File: src/rtl/dfll_pkg.sv
package dfll_pkg;

    // Write-port field selectors
    typedef enum logic [2:0] {
        FLD_MODE   = 3'd0,
        FLD_MULT   = 3'd1,
        FLD_CSTEP  = 3'd2,
        FLD_FSTEP  = 3'd3,
        FLD_COARSE = 3'd4,
        FLD_FINE   = 3'd5
    } fld_e;

    localparam int unsigned DEF_CW     = 5;
    localparam int unsigned DEF_FW     = 8;
    localparam int unsigned DEF_MW     = 16;
    localparam int unsigned DEF_CSHIFT = 4;

endpackage

File: src/rtl/dfll_err.sv
// Absolute count error and its direction.
module dfll_err #(
    parameter int unsigned MW = 16
) (
    input  logic [MW-1:0] target,
    input  logic [MW-1:0] count,
    output logic [MW-1:0] mag,
    output logic          up
);
    always_comb begin
        up  = target > count;
        mag = up ? (target - count) : (count - target);
    end
endmodule

File: src/rtl/dfll_step.sv
// One saturating, limited, proportional code step.
module dfll_step #(
    parameter int unsigned W     = 5,
    parameter int unsigned MW    = 16,
    parameter int unsigned SHIFT = 4
) (
    input  logic [W-1:0]  code,
    input  logic [MW-1:0] mag,
    input  logic [W-1:0]  limit,
    input  logic          up,
    output logic [W-1:0]  nxt
);
    logic [MW-1:0] scaled;
    logic [W-1:0]  lim;
    logic [W-1:0]  stp;
    logic [W:0]    sum;

    always_comb begin
        scaled = mag >> SHIFT;
        lim    = (limit == '0) ? W'(1) : limit;
        if (scaled > MW'(lim))      stp = lim;
        else if (scaled == '0)      stp = W'(1);
        else                        stp = scaled[W-1:0];
        sum = {1'b0, code} + {1'b0, stp};
        if (up) nxt = sum[W] ? '1 : sum[W-1:0];
        else    nxt = (stp > code) ? '0 : (code - stp);
    end
endmodule

File: src/rtl/dfll_tuner.sv
module dfll_tuner
    import dfll_pkg::*;
#(
    parameter int unsigned CW     = DEF_CW,
    parameter int unsigned FW     = DEF_FW,
    parameter int unsigned MW     = DEF_MW,
    parameter int unsigned CSHIFT = DEF_CSHIFT
) (
    input  logic          clk,
    input  logic          rst_n,
    input  logic          wr_en,
    input  logic [2:0]    wr_sel,
    input  logic [MW-1:0] wr_data,
    input  logic          ref_tick,
    input  logic [MW-1:0] out_count,
    output logic [CW-1:0] coarse_o,
    output logic [FW-1:0] fine_o,
    output logic          coarse_lock_o,
    output logic          fine_lock_o
);
    localparam logic [CW-1:0] CHALF = CW'(((1 << CW) - 1) >> 1);
    localparam logic [FW-1:0] FHALF = FW'(((1 << FW) - 1) >> 1);
    localparam logic [MW-1:0] CWIN  = MW'(1 << CSHIFT);

    typedef struct packed {
        logic          mode;
        logic [MW-1:0] mult;
        logic [CW-1:0] cstep;
        logic [FW-1:0] fstep;
        logic [CW-1:0] coarse;
        logic [FW-1:0] fine;
        logic          fine_pend;
        logic          in_fine;
        logic          dir_valid;
        logic          dir_up;
        logic          clock;
        logic          flock;
        logic [1:0]    fcnt;
    } st_t;

    st_t st_d, st_q;

    logic [MW-1:0] err_mag;
    logic          err_up;
    logic [CW-1:0] coarse_step;
    logic [FW-1:0] fine_step;

    dfll_err #(.MW(MW)) u_err (
        .target (st_q.mult),
        .count  (out_count),
        .mag    (err_mag),
        .up     (err_up)
    );

    dfll_step #(.W(CW), .MW(MW), .SHIFT(CSHIFT)) u_cstep (
        .code  (st_q.coarse),
        .mag   (err_mag),
        .limit (st_q.cstep),
        .up    (err_up),
        .nxt   (coarse_step)
    );

    dfll_step #(.W(FW), .MW(MW), .SHIFT(0)) u_fstep (
        .code  (st_q.fine),
        .mag   (err_mag),
        .limit (st_q.fstep),
        .up    (err_up),
        .nxt   (fine_step)
    );

    always_comb begin
        st_d = st_q;

        // Loop update, evaluated on the state held before this edge
        if (st_q.mode && ref_tick) begin
            if (!st_q.in_fine) begin
                if (err_mag <= CWIN ||
                    (st_q.dir_valid && (st_q.dir_up != err_up))) begin
                    st_d.clock   = 1'b1;
                    st_d.in_fine = 1'b1;
                    st_d.fcnt    = 2'd0;
                end else begin
                    st_d.coarse    = coarse_step;
                    st_d.dir_valid = 1'b1;
                    st_d.dir_up    = err_up;
                end
            end else begin
                if (err_mag != '0)
                    st_d.fine = fine_step;
                if (err_mag <= MW'(1)) begin
                    if (st_q.fcnt != 2'd2)
                        st_d.fcnt = st_q.fcnt + 2'd1;
                    if (st_q.fcnt >= 2'd1)
                        st_d.flock = 1'b1;
                end else begin
                    st_d.fcnt = 2'd0;
                end
            end
        end

        // Register writes, applied on top of the loop update
        if (wr_en) begin
            unique case (wr_sel)
                FLD_MODE: begin
                    st_d.mode = wr_data[0];
                    if (wr_data[0] && !st_q.mode) begin
                        st_d.fine      = st_q.fine_pend ? st_q.fine : FHALF;
                        st_d.in_fine   = 1'b0;
                        st_d.dir_valid = 1'b0;
                        st_d.fcnt      = 2'd0;
                        st_d.clock     = 1'b0;
                        st_d.flock     = 1'b0;
                    end
                    if (!wr_data[0]) begin
                        st_d.clock = 1'b0;
                        st_d.flock = 1'b0;
                    end
                end
                FLD_MULT: begin
                    st_d.mult      = wr_data;
                    st_d.fine_pend = 1'b0;
                    st_d.in_fine   = 1'b0;
                    st_d.dir_valid = 1'b0;
                    st_d.fcnt      = 2'd0;
                    st_d.clock     = 1'b0;
                    st_d.flock     = 1'b0;
                end
                FLD_CSTEP:
                    st_d.cstep = (wr_data > MW'(CHALF)) ? CHALF : wr_data[CW-1:0];
                FLD_FSTEP:
                    st_d.fstep = (wr_data > MW'(FHALF)) ? FHALF : wr_data[FW-1:0];
                FLD_COARSE:
                    if (!st_q.mode) st_d.coarse = wr_data[CW-1:0];
                FLD_FINE:
                    if (!st_q.mode) begin
                        st_d.fine      = wr_data[FW-1:0];
                        st_d.fine_pend = 1'b1;
                    end
                default: ;
            endcase
        end
    end

    always_ff @(posedge clk or negedge rst_n) begin
        if (!rst_n) begin
            st_q           <= '0;
            st_q.cstep     <= CW'(1);
            st_q.fstep     <= FW'(1);
            st_q.fine      <= FHALF;
        end else begin
            st_q <= st_d;
        end
    end

    assign coarse_o      = st_q.coarse;
    assign fine_o        = st_q.fine;
    assign coarse_lock_o = st_q.clock;
    assign fine_lock_o   = st_q.flock;

endmodule

File: config.mk
export PLATFORM = sky130hd
export DESIGN_NAME = dfll_tuner
export DESIGN_NICKNAME = d
export VERILOG_FILES = /design/src/rtl/dfll_pkg.sv /design/src/rtl/dfll_err.sv /design/src/rtl/dfll_step.sv /design/src/rtl/dfll_tuner.sv
export SDC_FILE = /design/constraint.sdc
export NUM_CORES = 1
export LEC_CHECK = 0
export ABC_AREA = 1
export ABC_CLOCK_PERIOD_IN_PS = 12200
export BUFFER_PORTS_ARGS = -buffer_cell sky130_fd_sc_hd__clkbuf_2
export CAP_MARGIN = 25
export CORE_MARGIN = 4
export CORE_UTILIZATION = 45
export DETAILED_ROUTE_END_ITERATION = 10
export SKIP_LAST_GASP = 1
export SLEW_MARGIN = 10
export SYNTH_ARGS = -nofsm -noshare
export SYNTH_HDL_FRONTEND = slang
export SYNTH_SLANG_ARGS = --single-unit
File: constraint.sdc
create_clock -name clk -period 12.2 [get_ports clk]
set_input_delay 2.44 -clock clk [delete_from_list [all_inputs] [get_ports clk]]
set_output_delay 2.44 -clock clk [all_outputs]
set_load 0.02 [all_outputs]
==> results.py <==
metrics = {
    "worst_setup_path": {
        "worst_path_max_delay_cell": "o21ai_0",
        "critical_path_depth": 34,
        "r2r_start": "st_q[39]",
        "startpoint_type": "input pin",
        "max_stage_delay_ps": 610,
        "setup.worst_path.end": "coarse_o[1]",
        "timing.reg2reg.setup_slack_ps": 6290,
        "worstPathArrival_ps": 8050,
        "critical_path.most_common_cell": "nand2_1",
        "rr_endpoint": "coarse_o[1]",
        "worst-setup-path-type": "input pin to register",
        "timing.critical_path.max_delay_family": "simple AND/OR/NAND/NOR gates",
        "critical_path_buf_inv_count": 5,
        "timing.critical_path.fanout_max": 30,
        "worst_r2r_path_depth": 32,
        "startpoint": "out_count[5]",
        "cp.required_ps": 12440,
        "endpoint_kind": "register",
    },
    "die": {
        "initial_core_util_pct": 45.8,
        "number_of_cell_rows": 44,
        "floorplan.die.height_um": 129,
        "core_area_um2": 14500,
        "die_area_um2": 16700,
        "num_io_pins": 54,
        "fp.dieW_um": 129,
    },
    "timing": {
        "clock.fmax_mhz": 128,
        "final_max_tran_viols": 0,
        "worstMarginPinSlew_ps": 800,
        "final.period_utilization_pct": 64.0,
        "slew_headroom_pct": 46.5,
        "hold_viol": 0,
        "timing.final.setup_violations": 0,
        "finClkSkew_ps": 7.31,
        "setup-tns-final_ps": 0,
        "whs_ps": 488,
        "rsz0062_at_grt": "false",
        "post-route-min-period_ps": 7810,
    },
    "placement": {
        "final_wtd_congestion": 0.975,
        "port-buffer-count": 53,
        "place_inst": 1240,
        "hpwl_mm": 16.0,
    },
    "yosys": {
        "synthDominantCellAreaShare_pct": 15.9,
        "synth_compound_gate_area_share_pct": 15.3,
        "synth_simple_gate_area_share_pct": 32.5,
        "seq_area_frac_synth_pct": 19.4,
        "syn_inst_count": 1034,
        "synth_top_cells_by_area": "dfrtp_1 (16%), nand2_1 (15%), ha_1 (13%)",
        "synth.mux.area_fraction_pct": 0.170,
        "synthXorXnorAreaFrac_pct": 3.04,
        "synth.top_cells.by_count": "nand2_1 (264), inv_1 (192), nand3_1 (80)",
        "number_of_nets_in_the_synthesized_netlist": 1149,
        "synth_enable_flop_cells": 0,
        "dominantRegCellSynth": "dfrtp_1",
        "asyncSetResetFlopFracSynth_pct": 100,
        "synthesis.area_per_instance_um2": 6.41,
        "ys_ff_latch": 51,
        "synth_area_um2": 6630,
        "synth_area_leader_cell": "dfrtp_1",
        "combinational_family_with_the_most_area_after_synthesis": "simple AND/OR/NAND/NOR gates",
        "most_repeated_cell_in_the_gate_level_netlist_after_synthesis": "nand2_1",
        "synthAdderAreaFrac_pct": 15.0,
        "count_of_synthesis_stage_warnings_from_yosys": 0,
        "synthDistinctLibCells": 49,
    },
    "clocking": {
        "clock_sinks": 51,
        "ctsRootBufferMaster": "clkbuf_16",
        "htreeDepth": 2,
        "cts_inserted_buffers": 5,
        "tritoncts": "yes",
        "clock_latency_ps": 300,
        "worst_setup_hold_path_clk_slew_ps": 70,
        "cts_hold_buf": 0,
        "post_cts_resized": 0,
        "cts.path.max_buffers": 2,
        "post-cts-setup-buffer-count": 0,
    },
    "cells_and_area": {
        "syn2layout_area_growth_pct": 7.10,
        "layout-drive-gt1-share_pct": 11.4,
        "fin_nets": 1179,
        "fin_cells": 1249,
        "diodes": 0,
        "final.fill_count": 1543,
    },
    "worst_hold_path": {
        "hold_path.class": "register to register",
    },
    "detailed_routing": {
        "dr_total_vias": 6528,
        "drt.antenna.violating_nets": 0,
        "detailedRoute.firstPassIterationCount": 5,
        "drt_iter0_drc": 518,
        "drt_wl_total_mm": 19.3,
        "detail_route.drc_violations": 0,
        "post_drt_via_cell_ratio": 5.23,
        "wire_per_inst_um": 15.4,
    },
    "power": {
        "p_per_area_nw_per_um2": 191,
        "leakagePower_nw": 3.99,
        "worst_ir_drop_vdd_mv": 0.0995,
    },
    "grt": {
        "largest_net_degree_at_the_start_of_global_routing": 52,
        "globalRouteTotalUtil_pct": 23.9,
        "grt_overflow": 0,
        "grt_pass1_vias": 6062,
        "global_route_wire_length_before_repair_mm": 31.5,
        "grt_antenna_before_repair": 0,
    },
    "job": {
        "cap_violations": 0,
    },
    "outcome": {
        "status": "finished clean",
    },
}
[through the flow]
step	total power [W]	setup WS, ps	utilization (%)	cell area [um^2]
after floorplan	0.000990	5270	-	6630
after global placement	0.00119	4110	47.8	6920
after detailed placement	0.00118	4100	47.8	6920
after CTS	0.00136	4400	48.9	7080
after global routing	0.00151	3840	49.0	7100
final	0.00136	4390	49.0	7100
[worst min-delay path by stage]
| stage | start | endpoint | slack, ps | cells past startpoint |
|---|---|---|---|---|
| finish | st_q[21] | st_q[21] | 490 | 2 |
| global route | st_q[21] | st_q[21] | 520 | 2 |
| CTS | st_q[21] | st_q[21] | 490 | 2 |
| detailed placement | st_q[21] | st_q[21] | 480 | 2 |
| global placement | st_q[21] | st_q[21] | 470 | 2 |
| floorplan | st_q[21] | st_q[21] | 450 | 2 |
[power by group]
| group | internal (W) | total (W) | switching, W |
|---|---|---|---|
| clock | 0.0000977 | 0.000162 | 0.0000641 |
| combinational | 0.000324 | 0.000916 | 0.000593 |
| sequential | 0.000223 | 0.000281 | 0.0000583 |
| total | 0.000644 | 0.00136 | 0.000715 |
[registers in the layout, indices dropped and copies added (netlist names)]
name and count:
coarse_o 5, coarse_lock_o 1, fine_lock_o 1, st_q 36, fine_o 8
[cells by family after synthesis]
kind of cell,after synthesis
AND/OR/NAND/NOR,476
buffers and inverters,229
AO/OA/AOI/OAI,178
adder cells (fa/ha/maj),76
flip-flops,51
XOR/XNOR,23
multiplexers,1
[tightest hold or removal path: stages (launching register included)]
cell and delay (ps):
dfstp_2 380, nand2_1 60, nand2_1 50
[layout make-up]
class                           count  area, um^2  share of cell area [%]
Multi-Input combinational cell    754        4380                    61.7
Sequential cell                    51        1290                    18.1
Inverter                          196         736                    10.4
Timing Repair Buffer               56         295                    4.16
Tap cell                          184         230                    3.24
Clock buffer                        6         129                    1.82
Clock inverter                      2        38.8                   0.546
[layout by cell type (no fill, tap or decap), types with 8 or more instances in the layout]
cell type,netlist,final
inv_1,192,192
nand2_1,264,264
a31oi_1,8,8
clkbuf_2,0,53
dfstp_2,9,9
xor2_1,20,20
nand4_1,16,16
o21ai_2,12,12
a21oi_1,69,69
o21ai_0,58,58
ha_1,70,70
dfrtp_1,42,42
nand3_1,80,80
nor2_1,69,69
[routing by layer]
| layer | wire length (um) | up-vias | GRT usage, % |
|---|---|---|---|
| met5 | 0 | - | 0 |
| met4 | 216 | 0 | 4.51 |
| met3 | 1340 | 14 | 4.33 |
| met2 | 7900 | 196 | 35.1 |
| met1 | 9800 | 2966 | 36.6 |
| li1 | - | 3352 | - |
(Power assumes the default switching activity.)
